$ cat config.mk
export PLATFORM = sky130hd
export DESIGN_NAME = dcl_addr_invalidate
export DESIGN_NICKNAME = d
export VERILOG_FILES = /design/src/rtl/dcl_pkg.sv /design/src/rtl/dcl_ea_split.sv /design/src/rtl/dcl_tag_ram.sv /design/src/rtl/dcl_line_state.sv /design/src/rtl/dcl_addr_invalidate.sv
export SDC_FILE = /design/constraint.sdc
export NUM_CORES = 1
export LEC_CHECK = 0
export ABC_AREA = 1
export CORE_UTILIZATION = 23
export DETAILED_ROUTE_END_ITERATION = 10
export DONT_BUFFER_PORTS = 1
export RECOVER_POWER = 50
export SKIP_LAST_GASP = 1
export SYNTH_ARGS = -nofsm -noshare
export SYNTH_HDL_FRONTEND = slang
export SYNTH_SLANG_ARGS = --single-unit
$ cat constraint.sdc
create_clock -name clk -period 5.85 [get_ports clk]
set_clock_uncertainty 0.2 [all_clocks]
set_input_delay 1.17 -clock clk [delete_from_list [all_inputs] [get_ports clk]]
set_output_delay 1.17 -clock clk [all_outputs]
set_load 0.01 [all_outputs]
$ cat src/rtl/dcl_pkg.sv
package dcl_pkg;
  localparam int IMM_W = 16;

  typedef enum logic [1:0] {
    LR_IDLE = 2'd0,
    LR_MISS = 2'd1,
    LR_HIT  = 2'd2
  } lookup_res_e;
endpackage

$ cat src/rtl/dcl_ea_split.sv
module dcl_ea_split #(
  parameter int ADDR_W = 32,
  parameter int IMM_W  = 16,
  parameter int OFS_W  = 5,
  parameter int IDX_W  = 4,
  localparam int TAG_W = ADDR_W - IDX_W - OFS_W
) (
  input  logic [ADDR_W-1:0] base,
  input  logic [IMM_W-1:0]  imm,
  output logic [TAG_W-1:0]  tag,
  output logic [IDX_W-1:0]  idx
);
  logic [ADDR_W-1:0] imm_sx;
  logic [ADDR_W-1:0] ea;
  logic              ofs_unused;

  assign imm_sx     = {{(ADDR_W-IMM_W){imm[IMM_W-1]}}, imm};
  assign ea         = base + imm_sx;
  assign idx        = ea[OFS_W +: IDX_W];
  assign tag        = ea[ADDR_W-1 -: TAG_W];
  assign ofs_unused = ^ea[OFS_W-1:0];
endmodule

$ cat src/rtl/dcl_tag_ram.sv
module dcl_tag_ram #(
  parameter int DEPTH = 16,
  parameter int WIDTH = 23,
  localparam int AW   = $clog2(DEPTH)
) (
  input  logic             clk,
  input  logic             we,
  input  logic [AW-1:0]    waddr,
  input  logic [WIDTH-1:0] wdata,
  input  logic [AW-1:0]    ra_addr,
  output logic [WIDTH-1:0] ra_data,
  input  logic [AW-1:0]    rb_addr,
  output logic [WIDTH-1:0] rb_data
);
  logic [WIDTH-1:0] mem [DEPTH];

  always_ff @(posedge clk) begin
    if (we) mem[waddr] <= wdata;
    ra_data <= mem[ra_addr];
    rb_data <= mem[rb_addr];
  end
endmodule

$ cat src/rtl/dcl_line_state.sv
module dcl_line_state #(
  parameter int NUM_LINES = 16,
  localparam int IDX_W    = $clog2(NUM_LINES)
) (
  input  logic                 clk,
  input  logic                 rst,
  input  logic                 inv_en,
  input  logic [IDX_W-1:0]     inv_idx,
  input  logic                 fill_en,
  input  logic [IDX_W-1:0]     fill_idx,
  input  logic                 fill_valid,
  input  logic                 fill_dirty,
  output logic [NUM_LINES-1:0] valid_q,
  output logic [NUM_LINES-1:0] dirty_q
);
  for (genvar i = 0; i < NUM_LINES; i++) begin : g_line
    logic kill, load;
    assign kill = inv_en && (inv_idx == IDX_W'(i));
    assign load = fill_en && (fill_idx == IDX_W'(i));

    always_ff @(posedge clk) begin
      if (rst) begin
        valid_q[i] <= 1'b0;
        dirty_q[i] <= 1'b0;
      end else if (kill) begin
        valid_q[i] <= 1'b0;
        dirty_q[i] <= 1'b0;
      end else if (load) begin
        valid_q[i] <= fill_valid;
        dirty_q[i] <= fill_dirty;
      end
    end
  end

  a_r5_valid_cleared: assert property (@(posedge clk) disable iff (rst)
    inv_en |=> !valid_q[$past(inv_idx)]);
  a_r5_dirty_dropped: assert property (@(posedge clk) disable iff (rst)
    inv_en |=> !dirty_q[$past(inv_idx)]);
  a_r3_quiet_keeps_state: assert property (@(posedge clk) disable iff (rst)
    (!inv_en && !fill_en) |=> ($stable(valid_q) && $stable(dirty_q)));
  a_r10_reset_clears: assert property (@(posedge clk)
    rst |=> (valid_q == '0 && dirty_q == '0));
endmodule

$ cat src/rtl/dcl_addr_invalidate.sv
module dcl_addr_invalidate
  import dcl_pkg::*;
#(
  parameter int ADDR_W     = 32,
  parameter int NUM_LINES  = 16,
  parameter int LINE_BYTES = 32,
  parameter bit HAS_CACHE  = 1'b1,
  localparam int OFS_W     = $clog2(LINE_BYTES),
  localparam int IDX_W     = $clog2(NUM_LINES),
  localparam int TAG_W     = ADDR_W - IDX_W - OFS_W
) (
  input  logic              clk,
  input  logic              rst,
  input  logic              req_valid,
  input  logic [ADDR_W-1:0] req_base,
  input  logic [IMM_W-1:0]  req_imm,
  output logic              done,
  output logic              hit,
  input  logic              fill_en,
  input  logic [IDX_W-1:0]  fill_idx,
  input  logic [TAG_W-1:0]  fill_tag,
  input  logic              fill_valid,
  input  logic              fill_dirty,
  input  logic [IDX_W-1:0]  probe_idx,
  output logic [TAG_W-1:0]  probe_tag,
  output logic              probe_valid,
  output logic              probe_dirty
);
  logic [TAG_W-1:0] ea_tag;
  logic [IDX_W-1:0] ea_idx;

  dcl_ea_split #(
    .ADDR_W(ADDR_W), .IMM_W(IMM_W), .OFS_W(OFS_W), .IDX_W(IDX_W)
  ) u_split (
    .base(req_base), .imm(req_imm), .tag(ea_tag), .idx(ea_idx)
  );

  // Lookup stage: request fields captured alongside the tag RAM read.
  logic             p_vld, p_fwd;
  logic [IDX_W-1:0] p_idx;
  logic [TAG_W-1:0] p_tag, p_fwd_tag;

  always_ff @(posedge clk) begin
    if (rst) begin
      p_vld <= 1'b0;
      p_fwd <= 1'b0;
    end else begin
      p_vld <= req_valid;
      p_fwd <= req_valid && fill_en && (fill_idx == ea_idx);
    end
    p_idx     <= ea_idx;
    p_tag     <= ea_tag;
    p_fwd_tag <= fill_tag;
  end

  logic hit_now;

  if (HAS_CACHE) begin : g_cache
    logic [TAG_W-1:0]     stored_tag;
    logic [TAG_W-1:0]     cmp_tag;
    logic [NUM_LINES-1:0] vvec, dvec;
    logic                 inv_en;

    dcl_tag_ram #(.DEPTH(NUM_LINES), .WIDTH(TAG_W)) u_tags (
      .clk(clk), .we(fill_en), .waddr(fill_idx), .wdata(fill_tag),
      .ra_addr(ea_idx), .ra_data(stored_tag),
      .rb_addr(probe_idx), .rb_data(probe_tag)
    );

    assign cmp_tag = p_fwd ? p_fwd_tag : stored_tag;
    assign inv_en  = p_vld && vvec[p_idx] && (cmp_tag == p_tag);
    assign hit_now = inv_en;

    dcl_line_state #(.NUM_LINES(NUM_LINES)) u_state (
      .clk(clk), .rst(rst),
      .inv_en(inv_en), .inv_idx(p_idx),
      .fill_en(fill_en), .fill_idx(fill_idx),
      .fill_valid(fill_valid), .fill_dirty(fill_dirty),
      .valid_q(vvec), .dirty_q(dvec)
    );

    always_ff @(posedge clk) begin
      if (rst) begin
        probe_valid <= 1'b0;
        probe_dirty <= 1'b0;
      end else begin
        probe_valid <= vvec[probe_idx];
        probe_dirty <= dvec[probe_idx];
      end
    end

    a_r4_hit_needs_valid_line: assert property (@(posedge clk) disable iff (rst)
      hit_now |-> vvec[p_idx]);
  end else begin : g_none
    assign hit_now     = 1'b0;
    assign probe_tag   = '0;
    assign probe_valid = 1'b0;
    assign probe_dirty = 1'b0;

    a_r7_never_hits: assert property (@(posedge clk) disable iff (rst) !hit);
  end

  lookup_res_e res_q;

  always_ff @(posedge clk) begin
    if (rst)          res_q <= LR_IDLE;
    else if (!p_vld)  res_q <= LR_IDLE;
    else if (hit_now) res_q <= LR_HIT;
    else              res_q <= LR_MISS;
  end

  assign done = (res_q != LR_IDLE);
  assign hit  = (res_q == LR_HIT);

  a_r6_done_two_edges: assert property (@(posedge clk) disable iff (rst)
    req_valid |=> ##1 done);
  a_r6_hit_implies_done: assert property (@(posedge clk) disable iff (rst)
    hit |-> done);
  a_r6_no_early_done: assert property (@(posedge clk) disable iff (rst)
    !p_vld |=> !done);
endmodule

Word level (Yosys, flattened, before mapping)
Memories as Yosys holds them, arrays and structs flattened. A register that Yosys moved wholly into a read port is not among the register bits.
Index checks and enable logic that the tools add are counted.
Word-level totals
  output and inout port bits: 27
  bits in writable memories: 368
  input bits: 85
  memories: 1
  word-level logic and storage cells: 144
  register bits: 88
Cells by class
  equal/unequal tests: 33
  mux-type cells: 10
  $add $sub $neg: 1
  $lt $le $gt $ge: 2
  bitwise gates (word level): 1
  reduce and logical (&&, ||, !) cells: 56
Memories
  g_cache.u_tags.mem: words 16, width 23, rd ports 2, clocked after Yosys merged registers in 2, write ports 1, line dcl_tag_ram.sv:15  | logic [WIDTH-1:0] mem [DEPTH];
Operators with widths (number)
  4-bit equality test (second input constant): 16
  1-bit logical AND: 36
  2-bit OR reduction: 17
  32-bit adder: 1
  4-bit by 3-bit equality test with 1-bit output (second input constant): 8
  23-bit equality test: 1
  23-bit two-way mux: 1
  4-bit by 2-bit equality test with 1-bit output (second input constant): 4
  1-bit binary-select mux with 4-bit select: 3
  4-bit by 5-bit < comparator with 1-bit output (second input constant): 2
  4-bit by 1-bit equality test with 1-bit output (second input constant): 2
  4-bit zero test: 2
  1-bit two-way mux: 5
  4-bit equality test: 1
  2-bit equality test (second input constant): 1
  2-bit two-way mux: 1
  2-bit nonzero test: 1
  1-bit inverter: 1

Longest topological paths before layout
Gate-level depths: netlist of the first run.
  word-level depth: 6
  gate-level depth with buffers: 15

Cells and area by module
Synthesis of the first run repeated with hierarchy kept, for this count alone.
Unflattened totals
  cell total of the unflattened synthesis: 3540
  area total of the unflattened synthesis: 27178.6 µm²
Modules (own cells, without submodules)
  dcl_tag_ram: sequential area each 11971.5 µm², cells each 2391, instances 1, area an instance 20623.5 µm²
  dcl_addr_invalidate: sequential area each 1121.1 µm², cells each 417, instances 1, area an instance 2710.1 µm²
  dcl_ea_split: sequential area each 0.0 µm², cells each 511, instances 1, area an instance 2368.5 µm²
  dcl_line_state: sequential area each 640.6 µm², cells each 221, instances 1, area an instance 1476.4 µm²

Least setup slack after synthesis of the first run
Ideal clock, no wire load.
  path type: input-to-reg
  start: input fill_idx[2]
  end: memory g_cache.u_tags.mem[3][0], enable pin
  slack: 2.125 ns
  data required time: 5.210 ns
  data arrival time: 3.085 ns
  path buffers: 0
  stages: 3
  cell sequence: nor2_1 nand2_1 nor3_1
RTL lines
  start, declared: line dcl_addr_invalidate.sv:20  | input logic [IDX_W-1:0] fill_idx,
  end, declared: line dcl_tag_ram.sv:15
Straight into the memory's write port.

Worst setup path after layout of the first run
  start: input fill_idx[2]
  end: memory g_cache.u_tags.mem[7][16], enable pin
Straight into the memory's write port.

==> metrics.csv, run 1 <==
metric,value,unit
status,"finished, violations left",
failing checks,"capacitance limit, slew limit",
remaining global-route overflow,0,
global-route wire length before repair,129000,µm
I/O pins,112,
critical path's top delay family,buffers and inverters,
hold path start,g_cache.u_state.dirty_q[12]$_SDFFE_PP0P_,
CP Data Required Time,5.82,ns
Antenna Nets Post-Route,0,
startpoint types,input pin,
R2R depth,12,
clock sinks,502,
Die X,336,µm
CTS Buf Count,53,
cts-stage hold buffer count,0,
worst hold slack,0.332,ns
register area share after synthesis,0.536,
DP HPWL,49300,µm
top post-synthesis cells by count,"615 x nand3_1, 565 x nand2_1, 435 x inv_1",
Final Hold Viols,0,
share of the synthesized area in the top cell type,0.431,
Routed WL per cell,19.3,µm
hold path cells,2,
final setup fails,0,
RR Endpoint,g_cache.u_state.valid_q[4]$_SDFFE_PP0P_,
Max Clock Freq,0.290,GHz
RSZ-0062 raised after global routing,false,
Syn Nets,3192,
TritonRoute pass-1 iters,6,
top-count cell post-synth,nand3_1,
Critical path buffers and inverters,3,
Die H,336,µm
Worst Hold Class,flip-flop to flip-flop,
top cell type by total area after synthesis,edfxtp_1,
# H-tree levels,2,
Hold Path End,g_cache.u_state.dirty_q[12]$_SDFFE_PP0P_,
"FFs w/ async S/R, synth",0,
max-cap violations,4,
setup tns final,0,ns
CTS tree,done,
IO buf count,0,
Post-Syn Instances,3077,
clock tree buffer depth,3,
flop2flop setup slack,2.91,ns
crit end category,flip-flop,
GP Congestion,0.881,
vias in the first global route,20200,
crit-path max cell delay,1.82,ns
Seq cells post-synth,502,
Row Count,122,
area grow syn2layout,12.5,%
largest net degree at the start of global routing,204,
All-Layer GR Usage,0.152,
CP Cell Sequence,inv_1 > nor2_1 > inv_1 > nor2_4 > clkbuf_1,
initial antenna violation count,1,
Most used DFF post-synth,edfxtp_1,
Static Leak,11.6,nW
Initial Util,0.232,
Pwr Density,317,nW/µm²
"Max stage delay cell, worst path",clkbuf_1,
Post-synth EDFFs,368,
most frequent CP cell,inv_1,
share of layout cells above drive strength 1,0.0501,
postcts setup bufs,0,
"Cell Area, Synth",25600,µm²
CP arrival,3.42,ns
Skew-Pair Late Insertion Delay,0.63,ns
clk root buf,clkbuf_16,
via count,21500,
warning count from the yosys run,0,
CORE AREA,111000,µm²
final WL,87500,µm
Antenna Cells,0,
crit-path max FO,27,
die area,113000,µm²
CTS resizes,0,
Max IR drop VDD,0.216,mV
"top cells by area, synth","edfxtp_1 43%, nand3_1 12%, dfxtp_1 10%",
Layout Nets,3106,
fin. max-slew vios,82,
Slew @ Worst Pin,2.55,ns
clk slew on worst S/H paths,0.06,ns
Tcrit/Tclk final,0.589,
Yosys cell types,43,
# DRC,0,
# fillers,11800,
reg2reg start,p_fwd$_SDFF_PP0_,
minimum clock period,3.45,ns
Avg Inst Size Synth,8.33,µm²
crit path kind,input pin to flip-flop,
Relative slew margins,-0.702,
1st-iter DRT viols,2334,
via density per instance,4.75,
==> worst max-delay path by stage <==
stage	depth (start not counted)	startpoint	endpoint	slack, ns
after floorplan	3	fill_idx[2]	g_cache.u_tags.mem[3][0]$_DFFE_PP_	2.13
after global placement	12	req_base[4]	g_cache.u_tags.ra_data[14]$_DFF_P_	1.98
after detailed placement	12	req_base[4]	g_cache.u_tags.ra_data[14]$_DFF_P_	1.96
after CTS	12	req_base[4]	g_cache.u_tags.ra_data[14]$_DFF_P_	2.61
after global routing	8	fill_idx[2]	g_cache.u_state.valid_q[7]$_SDFFE_PP0P_	2.24
final	5	fill_idx[2]	g_cache.u_tags.mem[7][16]$_DFFE_PP_	2.40
==> tightest hold or removal path, cell delays in order (launching register included) <==
cell and delay, ns:
dfxtp_1 0.32, o21ai_0 0.08, nor2_1 0.10
==> cell families after synthesis <==
family	count (synthesis)	synth area share
buffers and inverters	619	0.0961
adders and majority gates	30	0.0146
xor gates and xnor gates	26	0.00972
DFF	502	0.536
and+or+nand+nor	1378	0.239
AOI/OAI and AO/OA	522	0.105
==> power by group <==
part / internal, mW / total [mW] / switching, mW / leakage (nW)
registers: 4.01 / 4.16 / 0.144 / 4.44
logic: 0.482 / 1.58 / 1.10 / 6.33
clock network: 1.89 / 3.39 / 1.50 / 0.850
total: 6.39 / 9.13 / 2.74 / 11.6
==> cell usage in the layout, fill, tap and decap left out, types with 4 or more instances in the layout <==
| master | synthesis | final |
|---|---|---|
| clkbuf_8 | 0 | 6 |
| clkinv_1 | 2 | 6 |
| a21oi_1 | 231 | 231 |
| xnor2_1 | 9 | 9 |
| nand2_2 | 4 | 4 |
| nor2_1 | 143 | 134 |
| edfxtp_1 | 368 | 368 |
| inv_1 | 435 | 434 |
| nand3_1 | 615 | 615 |
| nand4_1 | 8 | 8 |
| o21bai_1 | 6 | 6 |
| nor2_4 | 2 | 11 |
| clkbuf_1 | 83 | 12 |
| nor3_1 | 8 | 7 |
| nand2_1 | 565 | 561 |
| nand3b_1 | 25 | 25 |
| clkinv_2 | 0 | 17 |
| ha_1 | 30 | 30 |
| o21ai_0 | 257 | 257 |
| dfxtp_1 | 134 | 134 |
| o211ai_1 | 8 | 8 |
| xor2_1 | 15 | 14 |
| clkbuf_16 | 0 | 53 |
| a21o_1 | 5 | 5 |
| buf_4 | 11 | 33 |
==> metal layers <==
layer	wire [µm]	part of all wire	track usage	up-vias
li1	-	-	-	10100
met1	34000	0.39	0.188	10200
met2	42400	0.48	0.262	972
met3	7710	0.088	0.0255	195
met4	3330	0.038	0.0570	0
met5	0	0	0	-
==> sequential cells by signal (all words and copies together) (netlist names), 2 cells and up <==
register                 flops
g_cache.u_tags.mem         368
g_cache.u_tags.ra_data      23
g_cache.u_tags.rb_data      23
p_fwd_tag                   23
p_tag                       23
g_cache.u_state.dirty_q     16
g_cache.u_state.valid_q     16
p_idx                        4
res_q                        2
==> per-stage QoR <==
stage | utilization | area [µm²] | setup slack, ns | std cells | power, mW
2_1_floorplan | - | 25600 | 2.13 | 3077 | 5.29
3_3_place_gp | 0.245 | 27100 | 1.98 | 4424 | 5.79
3_5_place_dp | 0.245 | 27100 | 1.96 | 4424 | 5.80
4_1_cts | 0.261 | 28800 | 2.61 | 4523 | 9.17
5_1_grt | 0.261 | 28800 | 2.24 | 4523 | 9.47
6_report | 0.261 | 28800 | 2.40 | 4523 | 9.13
==> final cells by class <==
class,count,area [µm²],share of cell area
well taps,1488,1860,0.0646
inverters,442,1670,0.0579
repair buffers,36,275,0.00955
clock buffers,69,1450,0.0502
clock inverters,30,272,0.00942
flip-flops and latches,502,13700,0.477
multi-input cells,1956,9560,0.332
(Power assumes the default switching activity.)
==> run 2: changes to the inputs <==
==> constraint.sdc (replaced) <==
create_clock -name clk -period 3.5 [get_ports clk]
set_clock_uncertainty 0.2 [all_clocks]
set_input_delay 0.7 -clock clk [delete_from_list [all_inputs] [get_ports clk]]
set_output_delay 0.7 -clock clk [all_outputs]
set_load 0.01 [all_outputs]
==> run 2 against run 1 <==
  * Sequential cell count is the same
  * Largest cell class unchanged
  * Non-clock buffer count increased by 40
  * The flow still finishes with violations (capacitance limit, slew limit)
  * Cell count increased by 0.97%
==> metrics.csv, run 2 (synthesis results as in run 1) <==
metric,value,unit,change
CP arrival,3.13,ns,-0.29 ns
fin util,0.269,,+0.00863
CTS resizes,0,,unchanged
RSZ-0062 raised after global routing,false,,
Layout Nets,3147,,+1.3%
TritonRoute pass-1 iters,6,,unchanged
# DRC,0,,unchanged
reg2reg start,p_fwd$_SDFF_PP0_,,
"commonest non-fill, non-tap cells in the layout","615 x nand3_1, 561 x nand2_1, 434 x inv_1",,
fin. max-slew vios,108,,+32%
Static Leak,12.0,nW,+3.6%
vias in the first global route,20600,,+1.8%
Max IR drop VDD,0.432,mV,+100%
IO buf count,0,,unchanged
"Max stage delay cell, worst path",clkbuf_1,,
clock sinks,502,,unchanged
I/O pins,112,,unchanged
share of layout cells above drive strength 1,0.0546,,+0.00452
Layout Cells excl Fill,4567,,+0.97%
GP Congestion,0.897,,+1.8%
Storage cell area,13700,µm²,unchanged
remaining global-route overflow,0,,unchanged
area grow syn2layout,16.2,%,
final instance area,29800,µm²,+3.3%
Die H,336,µm,unchanged
clk root buf,clkbuf_16,,
setup ws final,0.324,ns,-2.08 ns
Pwr Density,550,nW/µm²,+74%
clk slew on worst S/H paths,0.06,ns,about the same
minimum clock period,3.18,ns,
Setup Slack @ Placement,0.456,ns,-1.51 ns
DP HPWL,52400,µm,+6.2%
crit-path max FO,23,,-15%
crit end category,flip-flop,,
Tcrit/Tclk final,0.908,,
Row Count,122,,unchanged
CP Data Required Time,3.46,ns,-2.36 ns
final setup fails,0,,unchanged
failing checks,"capacitance limit, slew limit",,
# fillers,11800,,-0.38%
clock tree buffer depth,3,,unchanged
CTS Buf Count,54,,+1.9%
global-route wire length before repair,133000,µm,+3.2%
status,"finished, violations left",,
setup tns final,0,ns,unchanged
Critical path buffers and inverters,2,,-1
max-cap violations,6,,+2
All-Layer GR Usage,0.156,,+0.00431
Max Clock Freq,0.315,GHz,
1st-iter DRT viols,2306,,-1.2%
largest net degree at the start of global routing,204,,unchanged
Antenna Nets Post-Route,0,,unchanged
area of the multi-input gates,9540,µm²,-0.25%
CORE AREA,111000,µm²,unchanged
# H-tree levels,2,,unchanged
Final Hold Viols,0,,unchanged
Worst Hold Class,input pin to flip-flop,,
CP Cell Sequence,inv_1 > nand2_1 > nor2_4 > clkbuf_1,,
Initial Util,0.232,,unchanged
startpoint types,input pin,,
Top reg by flops,g_cache.u_tags.mem,,
"commonest non-fill, non-tap cell in the layout",nand3_1,,
critical path's top delay family,buffers and inverters,,
Slew @ Worst Pin,2.74,ns,+0.183 ns
start point of the critical path,fill_idx[2],,
hold path start,probe_idx[3],,
Routed WL per cell,19.7,µm,+1.7%
CTS tree,done,,
crit path kind,input pin to flip-flop,,
Die X,336,µm,unchanged
initial antenna violation count,16,,+15
via count,21900,,+1.9%
dpl cells,4439,,+0.34%
DP Area,27500,µm²,+1.4%
die area,113000,µm²,unchanged
Skew-Pair Late Insertion Delay,0.66,ns,+0.03 ns
Relative slew margins,-0.824,,-0.122
final WL,89800,µm,+2.6%
crit-path max cell delay,1.96,ns,+0.14 ns
max reg flops,368,,unchanged
via density per instance,4.80,,+0.93%
run 2: changes by cell type in the layout (fill, tap and decap cells not counted), moves of 3 or more:
cell	change
clkinv_2	-6
buf_12	+22
dlygate4sd3_1	+25
buf_4	-10
clkinv_16	+3
bufinv_16	+10
run 2: final cells by class:
cell class / instances / area share
antenna: 2 / 0.000168
clock buffer: 69 / 0.0501
clock inverter: 32 / 0.0193
inverter: 442 / 0.0560
multi-input combinational: 1956 / 0.320
sequential: 502 / 0.461
tap: 1488 / 0.0625
timing repair buffer: 76 / 0.0303
run 2: worst paths after layout:
check | to | slack (ns) | cells past startpoint
setup / recovery | g_cache.u_tags.mem[11][15]$_DFFE_PP_ | 0.32 | 4
hold / removal | g_cache.u_tags.rb_data[4]$_DFF_P_ | 0.02 | 2
setup reg to reg | g_cache.u_state.dirty_q[12]$_SDFFE_PP0P_ | 0.60 | 12
hold reg to reg | g_cache.u_state.dirty_q[10]$_SDFFE_PP0P_ | 0.33 | 2
run 2: metal layers:
layer / vias to the layer above / wire length (µm) / part of all wire / global-route usage
met3: 202 / 7690 / 0.086 / 0.0293
met4: 10 / 2680 / 0.030 / 0.0477
li1: 10200 / - / - / -
met2: 988 / 43000 / 0.48 / 0.264
met1: 10500 / 36300 / 0.40 / 0.200
met5: - / 68 / 0.00076 / 0
run 2: repair_timing:
item / in CTS / in global routing
setup buffers: 0 / 0
endpoints found under the hold margin: 394 / 0
hold buffers: 25 / 0
run 2: stage by stage:
| stage | power [mW] | hold WS [ns] |
|---|---|---|
| global placement | 9.80 | 0.302 |
| CTS | 16.5 | 0.0220 |
| floorplan | 8.84 | 0.241 |
| global route | 17.0 | 0.0308 |
| finish | 16.4 | 0.0218 |
| detailed placement | 9.80 | 0.311 |
run 2: report_power, final:
part           total [mW]  switching [mW]  internal, mW
Clock                6.59            2.59          4.00
Combinational        2.83            1.92         0.909
Sequential           6.96           0.251          6.71
Total                16.4            4.77          11.6
==> run 3: changes to the inputs <==
--- a/config.mk
+++ b/config.mk
@@ -6,7 +6,7 @@
 export NUM_CORES = 1
 export LEC_CHECK = 0
 export ABC_AREA = 1
-export CORE_UTILIZATION = 23
+export CORE_UTILIZATION = 50
 export DETAILED_ROUTE_END_ITERATION = 10
 export DONT_BUFFER_PORTS = 1
 export RECOVER_POWER = 50
==> run 3 against run 2 <==
  * The run still ends with capacitance limit, slew limit left
  * Non-clock buffer count grew 2
  * Via count grew 0.47%
  * Global-route usage grew 16 points
  * Highest routed layer unchanged
==> metrics.csv, run 3 (synthesis results as in run 1) <==
metric,value,unit,change
clk root buf,clkbuf_16,,
met2 usage,0.524,,+0.260
CTS tree,done,,
Tcrit/Tclk final,0.781,,-0.127
postcts setup bufs,0,,unchanged
clock tree buffer depth,3,,unchanged
status,"finished, violations left",,
largest net degree at the start of global routing,204,,unchanged
"commonest non-fill, non-tap cell in the layout",nand3_1,,
"commonest non-fill, non-tap cells in the layout","615 x nand3_1, 561 x nand2_1, 434 x inv_1",,
clock sinks,502,,unchanged
Pwr Density,556,nW/µm²,+1.1%
All-Layer GR Usage,0.318,,+0.162
Final Hold Viols,0,,unchanged
most frequent CP cell,nor2_1,,
final setup fails,0,,unchanged
global-route wire length before repair,125000,µm,-5.7%
CORE AREA,50400,µm²,-54%
CP Cell Sequence,nor2_1 > nand2_1 > nor2_1 > buf_4,,
initial antenna violation count,7,,-9
I/O pins,112,,unchanged
startpoint types,input pin,,
Die H,228,µm,-32%
Max Clock Freq,0.366,GHz,+16%
crit path kind,input pin to flip-flop,,
Skew-Pair Late Insertion Delay,0.63,ns,-0.03 ns
GRT busiest layer,met2,,
area grow syn2layout,11.2,%,
Row Count,82,,-33%
Relative slew margins,-0.259,,+0.565
crit-path max cell delay,1.40,ns,-0.56 ns
"Max stage delay cell, worst path",nor2_1,,
Initial Util,0.509,,+0.277
final WL,84600,µm,-5.8%
dpl cells,3625,,-18%
IO buf count,0,,unchanged
Routed WL per cell,22.5,µm,+15%
RSZ-0062 raised after global routing,false,,
CP Data Required Time,3.61,ns,+0.15 ns
die area,52200,µm²,-54%
Die X,228,µm,-32%
Worst Hold Class,input pin to flip-flop,,
Antenna Nets Post-Route,0,,unchanged
minimum clock period,2.73,ns,-0.444 ns
DP HPWL,46900,µm,-11%
# fillers,4537,,-61%
fin. max-slew vios,61,,-44%
via density per instance,5.86,,+22%
crit-path max FO,15,,-35%
Layout Cells excl Fill,3754,,-18%
remaining global-route overflow,0,,unchanged
CTS Buf Count,54,,unchanged
via count,22000,,+0.47%
Layout Nets,3149,,+0.064%
# DRC,0,,unchanged
max reg flops,368,,unchanged
area of the multi-input gates,9540,µm²,about the same
setup tns final,0,ns,unchanged
Static Leak,11.9,nW,-0.84%
share of layout cells above drive strength 1,0.0520,,-0.00263
Slew @ Worst Pin,1.88,ns,-0.855 ns
CP arrival,2.84,ns,-0.29 ns
failing checks,"capacitance limit, slew limit",,
grt met1 use,0.409,,+0.209
1st-iter DRT viols,2399,,+4.0%
grt met3 use,0.0528,,+0.0235
crit end category,flip-flop,,
GP Congestion,0.902,,+0.59%
clk slew on worst S/H paths,0.06,ns,about the same
Top reg by flops,g_cache.u_tags.mem,,
TritonRoute pass-1 iters,5,,-1
vias in the first global route,20600,,+0.30%
Storage cell area,13700,µm²,unchanged
Max IR drop VDD,0.433,mV,+0.25%
max-cap violations,4,,-2
# H-tree levels,2,,unchanged
==> run 3: cell type report <==
type	instances	share of cell area
diodes	3	0.000263
clock inverters	28	0.0140
flip-flops and latches	502	0.482
multi-input cells	1956	0.335
well taps	672	0.0295
repair buffers	78	0.0303
clock buffers	73	0.0510
inverters	442	0.0584
==> run 3: metal layers <==
| layer | share of wire | up-vias |
|---|---|---|
| met5 | 0.00047 | - |
| met4 | 0.042 | 8 |
| met3 | 0.087 | 225 |
| met2 | 0.47 | 1106 |
| met1 | 0.40 | 10400 |
| li1 | - | 10200 |
==> run 3: through the flow <==
step | area [µm²] | total power, mW | util | worst slack, ns | hold WS [ns]
5_1_grt | 28500 | 16.4 | 0.566 | 0.744 | 0.0538
6_report | 28500 | 15.9 | 0.566 | 0.768 | 0.0603
3_3_place_gp | 26400 | 9.74 | 0.525 | 0.518 | 0.304
2_1_floorplan | 25600 | 8.84 | - | 0.245 | 0.241
4_1_cts | 28500 | 15.9 | 0.566 | 0.997 | 0.0332
3_5_place_dp | 26400 | 9.76 | 0.525 | 0.521 | 0.309
==> run 3: critical path, delay by kind of cell <==
family | cells | cell delay (ns)
buffers and inverters | 1 | 0.41
and+or+nand+nor | 3 | 1.71
==> run 3: path summary, 6_finish.rpt <==
check	cells past startpoint	to	startpoint	slack (ns)
max	4	g_cache.u_tags.mem[4][5]$_DFFE_PP_	fill_idx[1]	0.77
min	2	g_cache.u_tags.rb_data[15]$_DFF_P_	probe_idx[3]	0.06
max reg2reg	12	g_cache.u_state.dirty_q[0]$_SDFFE_PP0P_	p_fwd$_SDFF_PP0_	0.95
min reg2reg	2	g_cache.u_state.dirty_q[12]$_SDFFE_PP0P_	g_cache.u_state.dirty_q[12]$_SDFFE_PP0P_	0.33
==> run 3: power by group <==
part	leakage [nW]	internal, mW	switching (mW)	total (mW)
combinational	6.60	0.899	1.94	2.84
sequential	4.44	6.71	0.246	6.96
clock	0.903	3.64	2.42	6.06
total	11.9	11.3	4.61	15.9
==> run 3: repair_timing <==
item	4_1_cts	5_1_grt
hold buffers	25	0
setup endpoints to repair	0	0
endpoints found under the hold margin	394	0
resized for setup	0	0
